--- src/rtl/bwp_pkg.sv ---
package bwp_pkg;

    localparam int unsigned BYTE_W = 8;
    localparam int unsigned LANES  = 4;
    localparam int unsigned WORD_W = BYTE_W * LANES;

    // length counter direction select
    typedef enum logic [1:0] {
        LEN_OFF  = 2'd0,
        LEN_RX   = 2'd1,
        LEN_TX   = 2'd2,
        LEN_RSVD = 2'd3
    } len_sel_e;

    // receive: lane the next byte lands in
    typedef enum logic [1:0] {
        RX_B0 = 2'd0,
        RX_B1 = 2'd1,
        RX_B2 = 2'd2,
        RX_B3 = 2'd3
    } rx_state_e;

    // transmit: idle or lane on offer
    typedef enum logic [2:0] {
        TX_IDLE = 3'd0,
        TX_L0   = 3'd1,
        TX_L1   = 3'd2,
        TX_L2   = 3'd3,
        TX_L3   = 3'd4
    } tx_state_e;

    // valid-bit mask for one character lane
    function automatic logic [BYTE_W-1:0] char_mask(input logic [3:0] size);
        logic [BYTE_W:0] wide;
        wide = '1;
        if (size >= 4'd1 && size < 4'(BYTE_W)) begin
            wide = (9'd1 << size) - 9'd1;
        end
        return wide[BYTE_W-1:0];
    endfunction

endpackage

--- src/rtl/bwp_len_counter.sv ---
module bwp_len_counter
    import bwp_pkg::*;
#(
    parameter int unsigned LEN_W = 8
) (
    input  logic             clk,
    input  logic             rst_n,
    input  logic [1:0]       sel,
    input  logic [LEN_W-1:0] total,
    input  logic             rx_event,
    input  logic             tx_event,
    output logic             rx_last,
    output logic             tx_last
);

    len_sel_e         mode;
    logic [LEN_W-1:0] cnt_q;
    logic [LEN_W:0]   cnt_inc;
    logic             ev;
    logic             reach;

    assign mode    = len_sel_e'(sel);
    assign cnt_inc = {1'b0, cnt_q} + {{LEN_W{1'b0}}, 1'b1};

    always_comb begin : pick_event
        ev = 1'b0;
        unique case (mode)
            LEN_RX:   ev = rx_event;
            LEN_TX:   ev = tx_event;
            LEN_OFF:  ev = 1'b0;
            LEN_RSVD: ev = 1'b0;
        endcase
    end

    assign reach   = ev && (cnt_inc == {1'b0, total});
    assign rx_last = reach && (mode == LEN_RX);
    assign tx_last = reach && (mode == LEN_TX);

    always_ff @(posedge clk or negedge rst_n) begin
        if (!rst_n) begin
            cnt_q <= '0;
        end else if (mode == LEN_OFF) begin
            cnt_q <= '0;
        end else if (reach) begin
            cnt_q <= '0;
        end else if (ev) begin
            cnt_q <= cnt_inc[LEN_W-1:0];
        end
    end

    AST_LEN_CLEAR_ON_OFF: assert property (@(posedge clk) disable iff (!rst_n)
        (mode == LEN_OFF) |=> (cnt_q == '0));
    AST_LEN_WRAP: assert property (@(posedge clk) disable iff (!rst_n)
        (rx_last || tx_last) |=> (cnt_q == '0));

endmodule

--- src/rtl/bwp_rx_pack.sv ---
module bwp_rx_pack
    import bwp_pkg::*;
(
    input  logic              clk,
    input  logic              rst_n,
    input  logic              word_en,
    input  logic [3:0]        char_size,
    input  logic              byte_valid,
    input  logic [BYTE_W-1:0] byte_in,
    input  logic              last_in,
    output logic [WORD_W-1:0] word_out,
    output logic              done
);

    rx_state_e         state_q, state_d;
    logic [WORD_W-1:0] acc_q;
    logic [WORD_W-1:0] merged;
    logic [WORD_W-1:0] word_q;
    logic              done_q;
    logic [BYTE_W-1:0] lane_val;
    logic [1:0]        lane;
    logic              close_word;

    assign lane_val   = byte_in & char_mask(char_size);
    assign lane       = state_q;
    assign close_word = (state_q == RX_B3) || last_in;

    always_comb begin : merge_lane
        merged = acc_q;
        merged[lane*BYTE_W +: BYTE_W] = lane_val;
    end

    // next state
    always_comb begin : rx_next
        state_d = state_q;
        if (byte_valid && word_en) begin
            if (close_word) begin
                state_d = RX_B0;
            end else begin
                unique case (state_q)
                    RX_B0: state_d = RX_B1;
                    RX_B1: state_d = RX_B2;
                    RX_B2: state_d = RX_B3;
                    RX_B3: state_d = RX_B0;
                endcase
            end
        end
    end

    always_ff @(posedge clk or negedge rst_n) begin : rx_state_reg
        if (!rst_n) state_q <= RX_B0;
        else        state_q <= state_d;
    end

    // outputs and word accumulator
    always_ff @(posedge clk or negedge rst_n) begin : rx_out_reg
        if (!rst_n) begin
            acc_q  <= '0;
            word_q <= '0;
            done_q <= 1'b0;
        end else begin
            done_q <= 1'b0;
            if (byte_valid) begin
                if (!word_en) begin
                    word_q <= {{(WORD_W-BYTE_W){1'b0}}, lane_val};
                    done_q <= 1'b1;
                end else if (close_word) begin
                    word_q <= merged;
                    done_q <= 1'b1;
                    acc_q  <= '0;
                end else begin
                    acc_q  <= merged;
                end
            end
        end
    end

    assign word_out = word_q;
    assign done     = done_q;

    AST_RX_DONE_NEEDS_BYTE: assert property (@(posedge clk) disable iff (!rst_n)
        done_q |-> $past(byte_valid));
    AST_RX_BYTE_MODE_PAD: assert property (@(posedge clk) disable iff (!rst_n)
        (byte_valid && !word_en) |=> (done_q && (word_q[WORD_W-1:BYTE_W] == '0)));
    AST_RX_LANE_MASK: assert property (@(posedge clk) disable iff (!rst_n)
        (done_q && $stable(char_size)) |-> ((word_q & ~{LANES{char_mask(char_size)}}) == '0));
    AST_RX_PARTIAL_HOLD: assert property (@(posedge clk) disable iff (!rst_n)
        (byte_valid && word_en && state_q != RX_B3 && !last_in) |=> !done_q);

endmodule

--- src/rtl/bwp_tx_split.sv ---
module bwp_tx_split
    import bwp_pkg::*;
(
    input  logic              clk,
    input  logic              rst_n,
    input  logic              word_en,
    input  logic [3:0]        char_size,
    input  logic              load,
    input  logic [WORD_W-1:0] word_in,
    input  logic              take,
    input  logic              last_in,
    output logic              byte_valid,
    output logic [BYTE_W-1:0] byte_out,
    output logic              empty
);

    tx_state_e         state_q, state_d;
    logic [WORD_W-1:0] word_q;
    logic              empty_q;
    logic [1:0]        lane;
    logic              busy;
    logic              fire;
    logic              close_word;

    assign busy       = (state_q != TX_IDLE);
    assign fire       = take && busy;
    assign close_word = !word_en || (state_q == TX_L3) || last_in;

    always_comb begin : lane_decode
        lane = 2'd0;
        unique case (state_q)
            TX_IDLE: lane = 2'd0;
            TX_L0:   lane = 2'd0;
            TX_L1:   lane = 2'd1;
            TX_L2:   lane = 2'd2;
            TX_L3:   lane = 2'd3;
            default: lane = 2'd0;
        endcase
    end

    // next state
    always_comb begin : tx_next
        state_d = state_q;
        unique case (state_q)
            TX_IDLE: if (load)       state_d = TX_L0;
            TX_L0:   if (fire)       state_d = close_word ? TX_IDLE : TX_L1;
            TX_L1:   if (fire)       state_d = close_word ? TX_IDLE : TX_L2;
            TX_L2:   if (fire)       state_d = close_word ? TX_IDLE : TX_L3;
            TX_L3:   if (fire)       state_d = TX_IDLE;
            default:                 state_d = TX_IDLE;
        endcase
    end

    always_ff @(posedge clk or negedge rst_n) begin : tx_state_reg
        if (!rst_n) state_q <= TX_IDLE;
        else        state_q <= state_d;
    end

    // held word and data-empty event
    always_ff @(posedge clk or negedge rst_n) begin : tx_out_reg
        if (!rst_n) begin
            word_q  <= '0;
            empty_q <= 1'b0;
        end else begin
            empty_q <= fire && close_word;
            if (!busy && load) begin
                word_q <= word_in;
            end
        end
    end

    assign byte_valid = busy;
    assign byte_out   = word_q[lane*BYTE_W +: BYTE_W] & char_mask(char_size);
    assign empty      = empty_q;

    AST_TX_EMPTY_CAUSE: assert property (@(posedge clk) disable iff (!rst_n)
        empty_q |-> ($past(take) && !byte_valid));
    AST_TX_BYTE_MODE_SINGLE: assert property (@(posedge clk) disable iff (!rst_n)
        (fire && !word_en) |=> (empty_q && !byte_valid));
    AST_TX_BUSY_KEEPS_WORD: assert property (@(posedge clk) disable iff (!rst_n)
        (busy && load) |=> $stable(word_q));

endmodule

--- src/rtl/byte_word_packer.sv ---
module byte_word_packer
    import bwp_pkg::*;
#(
    parameter int unsigned LEN_W = 8
) (
    input  logic              clk,
    input  logic              rst_n,
    input  logic              rx_word_en,
    input  logic              tx_word_en,
    input  logic [3:0]        char_size,
    input  logic [1:0]        len_sel,
    input  logic [LEN_W-1:0]  len_total,
    input  logic              rx_byte_valid,
    input  logic [BYTE_W-1:0] rx_byte,
    output logic [WORD_W-1:0] rx_word,
    output logic              rx_done,
    input  logic              tx_load,
    input  logic [WORD_W-1:0] tx_word,
    input  logic              tx_take,
    output logic              tx_byte_valid,
    output logic [BYTE_W-1:0] tx_byte,
    output logic              tx_empty
);

    logic rx_last;
    logic tx_last;
    logic rx_count_ev;
    logic tx_count_ev;

    assign rx_count_ev = rx_byte_valid && rx_word_en;
    assign tx_count_ev = tx_take && tx_byte_valid && tx_word_en;

    bwp_len_counter #(.LEN_W(LEN_W)) u_len (
        .clk      (clk),
        .rst_n    (rst_n),
        .sel      (len_sel),
        .total    (len_total),
        .rx_event (rx_count_ev),
        .tx_event (tx_count_ev),
        .rx_last  (rx_last),
        .tx_last  (tx_last)
    );

    bwp_rx_pack u_rx (
        .clk        (clk),
        .rst_n      (rst_n),
        .word_en    (rx_word_en),
        .char_size  (char_size),
        .byte_valid (rx_byte_valid),
        .byte_in    (rx_byte),
        .last_in    (rx_last),
        .word_out   (rx_word),
        .done       (rx_done)
    );

    bwp_tx_split u_tx (
        .clk        (clk),
        .rst_n      (rst_n),
        .word_en    (tx_word_en),
        .char_size  (char_size),
        .load       (tx_load),
        .word_in    (tx_word),
        .take       (tx_take),
        .last_in    (tx_last),
        .byte_valid (tx_byte_valid),
        .byte_out   (tx_byte),
        .empty      (tx_empty)
    );

    AST_DIR_SEPARATE: assert property (@(posedge clk) disable iff (!rst_n)
        (len_sel == 2'd1 && !rx_byte_valid) |=> !rx_done);

endmodule

--- config.mk ---
export PLATFORM = sky130hd
export DESIGN_NAME = byte_word_packer
export DESIGN_NICKNAME = d
export VERILOG_FILES = /design/src/rtl/bwp_pkg.sv /design/src/rtl/bwp_len_counter.sv /design/src/rtl/bwp_rx_pack.sv /design/src/rtl/bwp_tx_split.sv /design/src/rtl/byte_word_packer.sv
export SDC_FILE = /design/constraint.sdc
export NUM_CORES = 1
export LEC_CHECK = 0
export ABC_AREA = 1
export CORE_MARGIN = 3
export CORE_UTILIZATION = 53
export CTS_CLUSTER_SIZE = 12
export DETAILED_ROUTE_END_ITERATION = 6
export PLACE_DENSITY = 0.92
export SYNTH_ARGS = -nofsm -noshare
export SYNTH_HDL_FRONTEND = slang
export SYNTH_SLANG_ARGS = --single-unit
--- constraint.sdc ---
create_clock -name clk -period 2.3 [get_ports clk]
set_clock_uncertainty 0.1 [all_clocks]
set_input_delay 0.575 -clock clk [delete_from_list [all_inputs] [get_ports clk]]
set_output_delay 0.575 -clock clk [all_outputs]
set_load 0.05 [all_outputs]
==> impl_metrics.sql <==
INSERT INTO impl_metrics (metric_group, metric, value, unit) VALUES
('status', 'status', 'finished, violations left', ''),
('status', 'violated_checks', 'negative setup slack', ''),
('setup_path', 'setup.worst_path.class', 'flip-flop to output port', ''),
('layout', 'nFillCells', '467', ''),
('synth', 'ys.warnings.count', '0', ''),
('setup_path', 'arrival_time_of_the_worst_setup_path', '2.15', 'ns'),
('power_and_ir_drop', 'p_int', '0.005330', 'W'),
('synth', 'mean_area_per_synthesized_cell', '8.075', 'um^2'),
('placement', 'numPlacedInstances', '991', ''),
('timing', 'final_hold_viol_count', '0', ''),
('grt', 'grt_use_met3', '7.288', '%'),
('detailed_routing', 'initialDrtViolationCount', '1095', ''),
('layout', 'post_layout_nonfiller_instances', '1045', ''),
('synth', 'post_synth_fa_ha_maj_area_fraction', '1.726', '%'),
('layout', 'finish.net_count', '973', ''),
('placement', 'post_dp_cell_area', '0.007548', 'mm^2'),
('setup_path', 'critical_path.max_fanout', '8', ''),
('setup_path', 'setup.worst_path.start_class', 'flip-flop', ''),
('clock_tree', 'tritoncts.num_buffers', '9', ''),
('detailed_routing', 'detailedRoute.firstPassIterationCount', '5', ''),
('grt', 'grt_total_usage', '31.56', '%'),
('synth', 'syn-instance-count', '718', ''),
('grt', 'grt_use_met2', '53.44', '%'),
('die', 'die_area', '0.01223', 'mm^2'),
('run', 'timing.max_cap.violations', '0', ''),
('clock_tree', 'cts_tree', 'yes', ''),
('detailed_routing', 'drc', '0', ''),
('die', 'dieHeight', '110.6', 'um'),
('synth', 'synth_simple_gate_area_share', '28.12', '%'),
('power_and_ir_drop', 'combinationalPowerShare', '57.5', '%'),
('timing', 'timing.final.max_slew_violations', '0', ''),
('timing', 'finalCritPeriodShare', '122.9', '%'),
('clock_tree', 'clock_insertion_delay_worst_skew', '0.38', 'ns'),
('placement', 'place_ws', '-0.5815', 'ns'),
('power_and_ir_drop', 'pleak', '4.489', 'nW'),
('setup_path', 'worst_ep_required_time', '1.62', 'ns'),
('timing', 'report.final.setup_viol', '77', ''),
('placement', 'hpwlAfterDp', '11990', 'um'),
('timing', 'worst-slew-pin-transition', '0.7418', 'ns'),
('grt', 'first_global_vias', '6175', ''),
('die', 'boundaryPins', '104', ''),
('synth', 'mappedNetlistNets', '787', ''),
('timing', 'final_setup_slack_of_the_worst_path', '-0.5270', 'ns'),
('timing', 'min_cycle_time_layout', '2.827', 'ns'),
('timing', 'fmaxAchievable', '0.3537', 'GHz'),
('grt', 'globalRouteOverflowTotal', '0', ''),
('synth', 'synth_compound_gate_area_share', '8.136', '%'),
('layout', 'diodes', '0', ''),
('die', 'floorplan.rows', '37', ''),
('synth', 'ys_ff_latch', '111', ''),
('clock_tree', 'clock_sink_count', '111', ''),
('timing', 'max-slew-margin-rel', '50.55', '%'),
('die', 'die_w', '110.6', 'um'),
('detailed_routing', 'num_vias', '6832', ''),
('detailed_routing', 'totalWireLength', '25440', 'um'),
('synth', 'synth-xor-area-share', '0.5611', '%'),
('power_and_ir_drop', 'power_density', '1117', 'mW/mm^2'),
('synth', 'multiplexer_share_of_the_synthesized_area', '6.215', '%'),
('layout', 'post_route_cells_drive_above_1_share', '34.65', '%'),
('setup_path', 'critPathCaptureType', 'output port', ''),
('detailed_routing', 'ratio_of_routed_vias_to_standard_cells', '6.538', ''),
('clock_tree', 'cts_hold_buf', '0', ''),
('grt', 'largest_net_degree_at_the_start_of_global_routing', '47', ''),
('synth', 'seq_area_frac_synth', '47.91', '%'),
('power_and_ir_drop', 'sw_ratio', '46.72', '%'),
('timing', 'rsz0062_at_grt', 'yes', ''),
('die', 'fp.coreArea', '0.01046', 'mm^2'),
('clock_tree', 'clock_tree.root_cell', 'clkbuf_8', ''),
('synth', 'synth.cell_area', '0.005798', 'mm^2'),
('power_and_ir_drop', 'power.share.sequential', '30.2', '%'),
('clock_tree', 'htree_levels', '3', '');
-- final timing paths --
| check | start | endpoint | slack (ns) | cells after the start |
|---|---|---|---|---|
| worst max-delay path | u_tx.state_q[1] | tx_byte[4] | -0.53 | 11 |
| worst min-delay path | rst_n | u_tx.word_q[29] | 0.05 | 1 |
| worst max register to register | u_rx.lane[1] | u_rx.word_out[0] | -0.33 | 9 |
| worst min register to register | u_rx.acc_q[10] | u_rx.acc_q[10] | 0.38 | 2 |
| max in group asynchronous | rst_n | u_rx.acc_q[16] | 1.41 | 2 |
| min in group clk | u_rx.acc_q[10] | u_rx.acc_q[10] | 0.38 | 2 |
-- state kept, by name, summed over array words and instances, names as in the netlist --
| register | flops |
|---|---|
| u_tx.state_q | 3 |
| u_rx.acc_q | 32 |
| u_rx.word_out | 32 |
| u_len.cnt_q | 8 |
| u_rx.done | 1 |
| u_rx.lane | 2 |
| u_tx.empty | 1 |
| u_tx.word_q | 32 |
-- repair_timing --
action	in CTS	in global routing
pin swaps	38	59
gates cloned	7	4
endpoints found under the hold margin	0	0
buffers inserted	13	16
resized for setup	80	153
setup endpoints to repair	47	93
-- per-layer routing --
metal  wire, um  up-vias  part of all wire (%)
met2      11630      636                    46
met3       2644      244                    10
met1       8870     3224                    35
li1           -     2726                     -
met5         24        -                 0.094
met4       2274        2                   8.9
-- final cells by class --
| cell class | count | area (um^2) | share of cell area [%] |
|---|---|---|---|
| Clock buffer | 9 | 123.9 | 1.383 |
| Multi-Input combinational cell | 512 | 3391 | 37.87 |
| Sequential cell | 111 | 2778 | 31.02 |
| Timing Repair Buffer | 197 | 2122 | 23.70 |
| Tap cell | 136 | 170.2 | 1.901 |
| Inverter | 73 | 296.5 | 3.312 |
| Clock inverter | 7 | 72.57 | 0.8105 |
-- placed cells by master, fill, tap and decap left out, drive strengths merged, types with 5 or more instances in the layout --
master,synthesis,layout
nand2,218,222
dfrtp,111,111
buf,9,101
nand3,81,81
inv,72,74
clkdlybuf4s50,0,70
nor2,68,68
o21ai,45,45
mux2,32,32
o22ai,20,20
dlymetal6s2s,0,18
clkbuf,17,12
nand4,11,11
a21oi,10,10
ha,8,8
dlygate4sd2,0,5
-- Yosys cell counts, drive strengths merged --
master   number  area [um^2]
a21boi        4        30.03
a21oi        10        50.05
buf           9        87.57
clkbuf       17        63.81
clkinv        1        3.750
dfrtp       111         2778
ha            8        100.1
inv          72        270.3
mux2         32        360.4
nand2       218        833.3
nand3        81        417.9
nand3b        3        22.52
nand4        11        83.83
nor2         68        267.8
nor3          1        5.000
o2111ai       2        17.52
o211ai        2        15.01
o21ai        45        225.2
o22ai        20        125.1
o32ai         1        8.760
xor2          1        8.760
xor3          1        23.77
-- cells by family (layout without fill, tap and decap cells) --
family | after synthesis | in the layout
AOI/OAI and AO/OA | 84 | 84
buffers and inverters | 99 | 286
adders and majority gates | 8 | 8
muxes | 32 | 32
DFF | 111 | 111
and+or+nand+nor | 382 | 386
xor gates and xnor gates | 2 | 2
-- power by group through the flow --
stage	Clock, W	Combinational [W]	Sequential, W
2_1_floorplan	0	0.00235	0.00306
3_3_place_gp	0	0.00404	0.00282
3_5_place_dp	0	0.00420	0.00287
4_1_cts	0.00119	0.00466	0.00285
5_1_grt	0.00130	0.00594	0.00304
6_report	0.00124	0.00575	0.00302
-- metrics by stage --
step           hold WS [ns]  total power [W]  TNS [ns]
2_1_floorplan        0.1794         0.005408  -0.04152
3_5_place_dp         0.3588         0.007069    -28.30
4_1_cts             0.06426         0.008699    -6.981
3_3_place_gp         0.3554         0.006861    -25.15
5_1_grt             0.07223          0.01028    -21.36
6_report            0.04853          0.01000    -16.73
-- critical path: stages (launching register included) --
cell and delay (ns):
dfrtp_1 0.42, nor2_2 0.17, inv_2 0.07, nor2_4 0.12, inv_2 0.08, nand2_4 0.08, clkinvlp_4 0.10, buf_12 0.16
nor2_4 0.11, o21ai_2 0.09, a21boi_4 0.21, buf_12 0.16
Power figures use the tool's default switching activity.
